--- src/rtl/gpio_pkg.sv ---
// Package: shared register addresses and widths for the GPIO port.
// Assumes a 2-bit register address space on the CPU bus.
package gpio_pkg;
    localparam int unsigned ADDR_W       = 2;
    localparam logic [ADDR_W-1:0] A_DATA = 2'd0;
    localparam logic [ADDR_W-1:0] A_MODE = 2'd1;
    localparam logic [ADDR_W-1:0] A_CTRL = 2'd2;
    localparam logic [ADDR_W-1:0] A_RSVD = 2'd3;
endpackage

--- src/rtl/gpio_sync.sv ---
// Module: multi-stage synchronizer that brings asynchronous pad levels into
// the clock domain. Assumes each bit is independent (no bus coherency).
module gpio_sync #(
    parameter int unsigned WIDTH  = 8,
    parameter int unsigned STAGES = 2
) (
    input  logic             clk,
    input  logic             rst_n,
    input  logic [WIDTH-1:0] async_in,
    output logic [WIDTH-1:0] sync_out
);
    logic [WIDTH-1:0] stage_q [STAGES];

    // Shift the pad levels through the synchronizer chain.
    always_ff @(posedge clk) begin
        if (!rst_n) begin
            for (int s = 0; s < STAGES; s++) stage_q[s] <= '0;
        end else begin
            stage_q[0] <= async_in;
            for (int s = 1; s < STAGES; s++) stage_q[s] <= stage_q[s-1];
        end
    end

    assign sync_out = stage_q[STAGES-1];
endmodule

--- src/rtl/gpio_regs.sv ---
// Module: bus-visible registers (data latch, drive mode, pull-up control)
// and the read-data multiplexer. Assumes single-cycle writes and
// combinational reads; the rmw flag selects latch over pin levels.
module gpio_regs
    import gpio_pkg::*;
#(
    parameter int unsigned WIDTH = 8
) (
    input  logic              clk,
    input  logic              rst_n,
    input  logic [ADDR_W-1:0] bus_addr,
    input  logic              bus_we,
    input  logic [WIDTH-1:0]  bus_wdata,
    input  logic              bus_rmw,
    input  logic [WIDTH-1:0]  pins_sync,
    output logic [WIDTH-1:0]  bus_rdata,
    output logic [WIDTH-1:0]  latch_q,
    output logic [WIDTH-1:0]  mode_q,
    output logic              pull_off_q
);
    logic unused_wbits;
    assign unused_wbits = &{1'b0, bus_wdata[WIDTH-1:1]};

    // Register writes; reset leaves latch high, pins open-drain, pull-ups on.
    always_ff @(posedge clk) begin
        if (!rst_n) begin
            latch_q    <= '1;
            mode_q     <= '0;
            pull_off_q <= 1'b0;
        end else if (bus_we) begin
            unique case (bus_addr)
                A_DATA:  latch_q    <= bus_wdata;
                A_MODE:  mode_q     <= bus_wdata;
                A_CTRL:  pull_off_q <= bus_wdata[0];
                default: ;
            endcase
        end
    end

    // Read multiplexer: pins normally, latch during a read-modify-write read.
    always_comb begin
        unique case (bus_addr)
            A_DATA:  bus_rdata = bus_rmw ? latch_q : pins_sync;
            A_MODE:  bus_rdata = mode_q;
            A_CTRL:  bus_rdata = {{(WIDTH-1){1'b0}}, pull_off_q};
            default: bus_rdata = '0;
        endcase
    end

    // a data write lands in the latch on the following edge.
    assert_data_write_R9: assert property (@(posedge clk) disable iff (!rst_n)
        (bus_we && bus_addr == A_DATA) |=> latch_q == $past(bus_wdata));
    // a reserved-address write leaves all state unchanged.
    assert_rsvd_inert_R9: assert property (@(posedge clk) disable iff (!rst_n)
        (bus_we && bus_addr == A_RSVD) |=>
            ($stable(latch_q) && $stable(mode_q) && $stable(pull_off_q)));
endmodule

--- src/rtl/gpio_drive.sv ---
// Module: per-pin pad control. A mode bit of 1 is push-pull, 0 is
// open-drain. The pull-up is gated by the global disable and is never
// on while the pin is driven low. Assumes the pad resolves out/oe/pu.
module gpio_drive #(
    parameter int unsigned WIDTH = 8
) (
    input  logic [WIDTH-1:0] latch_q,
    input  logic [WIDTH-1:0] mode_q,
    input  logic             pull_off_q,
    output logic [WIDTH-1:0] pad_out,
    output logic [WIDTH-1:0] pad_oe,
    output logic [WIDTH-1:0] pad_pu
);
    for (genvar i = 0; i < WIDTH; i++) begin : g_pin
        logic drive_low;
        // Driver enabled in push-pull, or in open-drain while pulling low.
        always_comb begin
            pad_out[i] = latch_q[i];
            pad_oe[i]  = mode_q[i] | ~latch_q[i];
            drive_low  = pad_oe[i] & ~latch_q[i];
            pad_pu[i]  = ~pull_off_q & ~drive_low;
        end
    end
endmodule

--- src/rtl/gpio_port.sv ---
// Module: top of the GPIO port. It ties together the pad synchronizer,
// the bus registers and the per-pin drive logic. Assumes pad_in is
// asynchronous and the CPU asserts bus_rmw only on RMW read phases.
module gpio_port
    import gpio_pkg::*;
#(
    parameter int unsigned WIDTH       = 8,
    parameter int unsigned SYNC_STAGES = 2
) (
    input  logic              clk,
    input  logic              rst_n,
    input  logic [ADDR_W-1:0] bus_addr,
    input  logic              bus_we,
    input  logic [WIDTH-1:0]  bus_wdata,
    input  logic              bus_rmw,
    output logic [WIDTH-1:0]  bus_rdata,
    input  logic [WIDTH-1:0]  pad_in,
    output logic [WIDTH-1:0]  pad_out,
    output logic [WIDTH-1:0]  pad_oe,
    output logic [WIDTH-1:0]  pad_pu
);
    logic [WIDTH-1:0] pins_sync;
    logic [WIDTH-1:0] latch_q;
    logic [WIDTH-1:0] mode_q;
    logic             pull_off_q;

    gpio_sync #(.WIDTH(WIDTH), .STAGES(SYNC_STAGES)) i_sync (
        .clk      (clk),
        .rst_n    (rst_n),
        .async_in (pad_in),
        .sync_out (pins_sync)
    );

    gpio_regs #(.WIDTH(WIDTH)) i_regs (
        .clk        (clk),
        .rst_n      (rst_n),
        .bus_addr   (bus_addr),
        .bus_we     (bus_we),
        .bus_wdata  (bus_wdata),
        .bus_rmw    (bus_rmw),
        .pins_sync  (pins_sync),
        .bus_rdata  (bus_rdata),
        .latch_q    (latch_q),
        .mode_q     (mode_q),
        .pull_off_q (pull_off_q)
    );

    gpio_drive #(.WIDTH(WIDTH)) i_drive (
        .latch_q    (latch_q),
        .mode_q     (mode_q),
        .pull_off_q (pull_off_q),
        .pad_out    (pad_out),
        .pad_oe     (pad_oe),
        .pad_pu     (pad_pu)
    );

    // a read-modify-write read of the data register returns the latch.
    assert_rmw_reads_latch_R3: assert property (@(posedge clk) disable iff (!rst_n)
        (bus_addr == A_DATA && bus_rmw) |-> bus_rdata == latch_q);
    // push-pull pins are driven with their latch value.
    assert_pushpull_R4: assert property (@(posedge clk) disable iff (!rst_n)
        ((pad_oe & mode_q) == mode_q) && (((pad_out ^ latch_q) & mode_q) == '0));
    // open-drain pins with latch 0 are driven low.
    assert_od_low_R5: assert property (@(posedge clk) disable iff (!rst_n)
        ((pad_oe & ~pad_out & ~mode_q & ~latch_q) == (~mode_q & ~latch_q)));
    // open-drain pins with latch 1 have the driver off.
    assert_od_release_R6: assert property (@(posedge clk) disable iff (!rst_n)
        ((pad_oe & ~mode_q & latch_q) == '0));
    // the global disable forces every pull-up off.
    assert_pull_global_R7: assert property (@(posedge clk) disable iff (!rst_n)
        pull_off_q |-> pad_pu == '0);
    // never pull up a pin that is being driven low.
    assert_no_pu_on_low_R8: assert property (@(posedge clk) disable iff (!rst_n)
        (pad_pu & pad_oe & ~pad_out) == '0);
endmodule

--- config.mk ---
export PLATFORM = sky130hd
export DESIGN_NAME = gpio_port
export DESIGN_NICKNAME = d
export VERILOG_FILES = /design/src/rtl/gpio_pkg.sv /design/src/rtl/gpio_sync.sv /design/src/rtl/gpio_regs.sv /design/src/rtl/gpio_drive.sv /design/src/rtl/gpio_port.sv
export SDC_FILE = /design/constraint.sdc
export NUM_CORES = 1
export LEC_CHECK = 0
export ABC_AREA = 1
export BUFFER_PORTS_ARGS = -buffer_cell sky130_fd_sc_hd__buf_2
export CAP_MARGIN = 10
export CORE_MARGIN = 2
export CORE_UTILIZATION = 48
export CTS_CLUSTER_SIZE = 16
export DETAILED_ROUTE_END_ITERATION = 8
export HOLD_SLACK_MARGIN = 0.1
export PLACE_DENSITY_LB_ADDON = 0.25
export REMOVE_ABC_BUFFERS = 1
export SLEW_MARGIN = 0
export SYNTH_ARGS = -nofsm -noshare
export SYNTH_HDL_FRONTEND = slang
export SYNTH_SLANG_ARGS = --single-unit
export TNS_END_PERCENT = 1
--- constraint.sdc ---
create_clock -name clk -period 1.1 [get_ports clk]
set_clock_uncertainty 0.15 [all_clocks]
set_input_delay 0.055 -clock clk [delete_from_list [all_inputs] [get_ports clk]]
set_output_delay 0.055 -clock clk [all_outputs]
set_load 0.03 [all_outputs]
==> metrics.json <==
{
  "run_status": {
    "status": "finished with violations",
    "failing_checks": "setup timing"
  },
  "clock_network": {
    "clock_tree.root_cell": "clkbuf_4",
    "tritoncts.num_buffers": 5,
    "hold_buffers": 19,
    "cts-htree-levels": 2,
    "clock_sink_count": 33,
    "tritoncts": "done",
    "worstSkewPairLatency_ps": 330,
    "clk_transition_reported_paths_ps": 100,
    "cts_max_path_buffers": 2
  },
  "synthesis": {
    "yosysWarningCount": 0,
    "post-synth-top-area-cell": "dfxtp_1",
    "post_synthesis_instance_area_um2": 1410,
    "synth.lib_cells_used.distinct": 14,
    "avgSynthCellArea_um2": 6.70,
    "synth.cells.most_frequent": "nand2_1, inv_1, dfxtp_1, nor2_1, nand3_1",
    "synth_cells": 211,
    "ys_seq_elements": 33,
    "synth.most_common_cell": "nand2_1",
    "synth.area.top_cells": "dfxtp_1, nand2_1, inv_1, nor2_1, nand3_1",
    "asyncSetResetFlopFracSynth_pct": 0,
    "synth-edff-count": 0,
    "post-synth-top-area-fraction_pct": 46.7,
    "synth_sequential_area_ratio_pct": 46.7,
    "synthFlopType": "dfxtp_1"
  },
  "drt": {
    "post_detailed_route_drc_marker_count": 0,
    "detailedRoute.firstIterationViolations": 103,
    "total_number_of_vias": 1626,
    "firstDrtPassIters": 4,
    "ant_nets": 0,
    "postRouteWirelength_um": 4510,
    "detail_route.vias_per_cell": 4.96,
    "post_drt_wl_per_cell_um": 13.8
  },
  "placement": {
    "place.detailed.hpwl_um": 2290,
    "numPortBuffers": 53,
    "placed_area_um2": 1780,
    "routability_cong": 0.769
  },
  "setup_path": {
    "timing.critical_path.arrival_ps": 1140,
    "setup.worst_path.end_class": "output port",
    "worst_path_largest_cell_delay_ps": 380,
    "criticalPathCategory": "flip-flop to output port",
    "cell_by_cell_trace_of_the_critical_path": "buf_6 -> nor2_2 -> buf_6",
    "cpMaxStageDelayCell": "dfxtp_4",
    "path_common_cell": "buf_6",
    "timing.critical_path.required_ps": 890,
    "worst_setup_path_start_kind": "flip-flop",
    "path_max_fanout": 5
  },
  "layout": {
    "synthToLayoutAreaGrowth_pct": 66.3,
    "antenna_cells": 0,
    "post-route-cell-area_um2": 2350,
    "fin_util_pct": 84.5,
    "layout-drive-gt1-share_pct": 37.0,
    "finalNetCount": 318
  },
  "floorplanning": {
    "die-area_um2": 3400,
    "chipHeight_um": 58.3,
    "x_dimension_of_the_die_um": 58.3,
    "initial_utilization_pct": 50.8,
    "std_cell_rows": 19,
    "pin_count": 54,
    "design.core.area_um2": 2780
  },
  "global_routing": {
    "largest_net_degree_at_the_start_of_global_routing": 34,
    "grt_pass1_vias": 1430,
    "grt_first_pass_wirelength_um": 6350,
    "antenna_found_initial": 0,
    "grt.total_usage_pct": 25.2,
    "gr-total-overflow": 0
  },
  "power_and_ir_drop": {
    "cell_leakage_power_uw": 0.00133,
    "vdd_drop_max_mv": 1.34,
    "cellPowerDensity_nw_per_um2": 1170
  },
  "sta": {
    "period_needed_ps": 1350,
    "rsz0062_at_grt": "true",
    "post-route-period-util_pct": 122,
    "max-slew-margin-rel_pct": 79.2,
    "f_max_ghz": 0.743,
    "maxSlewViolCount": 0,
    "least_margin_pin_slew_ps": 311,
    "fin_ws_ps": -247,
    "timing.final.hold_violations": 0,
    "finalSetupViolCount": 30
  },
  "worst_hold_path": {
    "hold_path.class": "primary input to flip-flop"
  },
  "flow_run": {
    "drv_cap": 0
  }
}
[flip-flops by register name (all words and copies together), names as in the netlist]
name and cells:
i_sync.stage_q 16, i_regs.pull_off_q 1, i_regs.mode_q 8, i_regs.latch_q 8
[cells by family (layout without fill, tap and decap cells)]
logic type             Yosys count  count (layout)  synth area share (%)
and+or+nand+nor                118             118                  35.0
DFF                             33              33                  46.7
buffers and inverters           47             133                  13.6
AOI/OAI and AO/OA               13              13                  4.69
[layer usage]
layer  global-route usage [%]  part of all wire (%)
met2                     44.5                    50
met1                     28.8                    37
met4                     9.63                   5.2
met5                        0                     0
met3                     6.47                   7.7
[cells in the final DEF, fill, tap and decap left out, drive strengths merged]
master / instances
dlygate4sd3: 18
dfxtp: 33
clkinvlp: 1
nand3: 21
buf: 68
o21ai: 12
nor2: 34
nand2: 63
dlymetal6s4s: 1
clkbuf: 7
o22ai: 1
inv: 38
[worst max-delay path, delay by kind of cell (launching register included)]
kind,cells,cell delay (ps)
simple gates,1,130
buf+inv,2,300
flops,1,380
[final timing paths]
kind,start,endpoint,slack [ps],cells after the start
worst max-delay path,i_regs.pull_off_q$_SDFFE_PN0P_,pad_pu[7],-250,3
worst min-delay path,bus_addr[0],i_regs.latch_q[2]$_SDFFE_PN1P_,40,5
worst max register to register,i_regs.pull_off_q$_SDFFE_PN0P_,i_regs.pull_off_q$_SDFFE_PN0P_,30,5
worst min register to register,i_sync.stage_q[0][2]$_SDFF_PN0_,i_sync.stage_q[0][10]$_SDFF_PN0_,270,2
[metrics by stage]
| stage | power (uW) | hold slack, ps | setup TNS, ps | worst slack (ps) | cells |
|---|---|---|---|---|---|
| 2_1_floorplan | 1640 | -10.8 | -3900 | -425 | 202 |
| 3_3_place_gp | 1870 | 84.4 | -107 | -34.1 | 297 |
| 3_5_place_dp | 1870 | 90.3 | -96.1 | -38.1 | 297 |
| 4_1_cts | 2700 | 28.6 | -3350 | -215 | 327 |
| 5_1_grt | 2890 | 29.5 | -5100 | -282 | 328 |
| 6_report | 2760 | 40.4 | -3930 | -247 | 328 |
[report_power, final]
group | internal, uW | switching, uW
logic | 354 | 454
clock network | 252 | 411
registers | 1250 | 39.4
total | 1860 | 904
[area by class of cell]
type                    instances  area [um2]
clock inverters                 1        7.51
multi-input cells             131         637
flip-flops and latches         33         692
repair buffers                 87         788
inverters                      38         143
clock buffers                   7        45.0
well taps                      31        38.8
fillers                       155         430
[timing repair]
item                                   4_1_cts  5_1_grt
setup endpoints to repair                   32       37
pin swaps                                   16        3
buffers inserted                             3        1
gates resized for setup                     90       25
endpoints found under the hold margin       33       12
No activity file was read; power rests on OpenSTA's default activity.
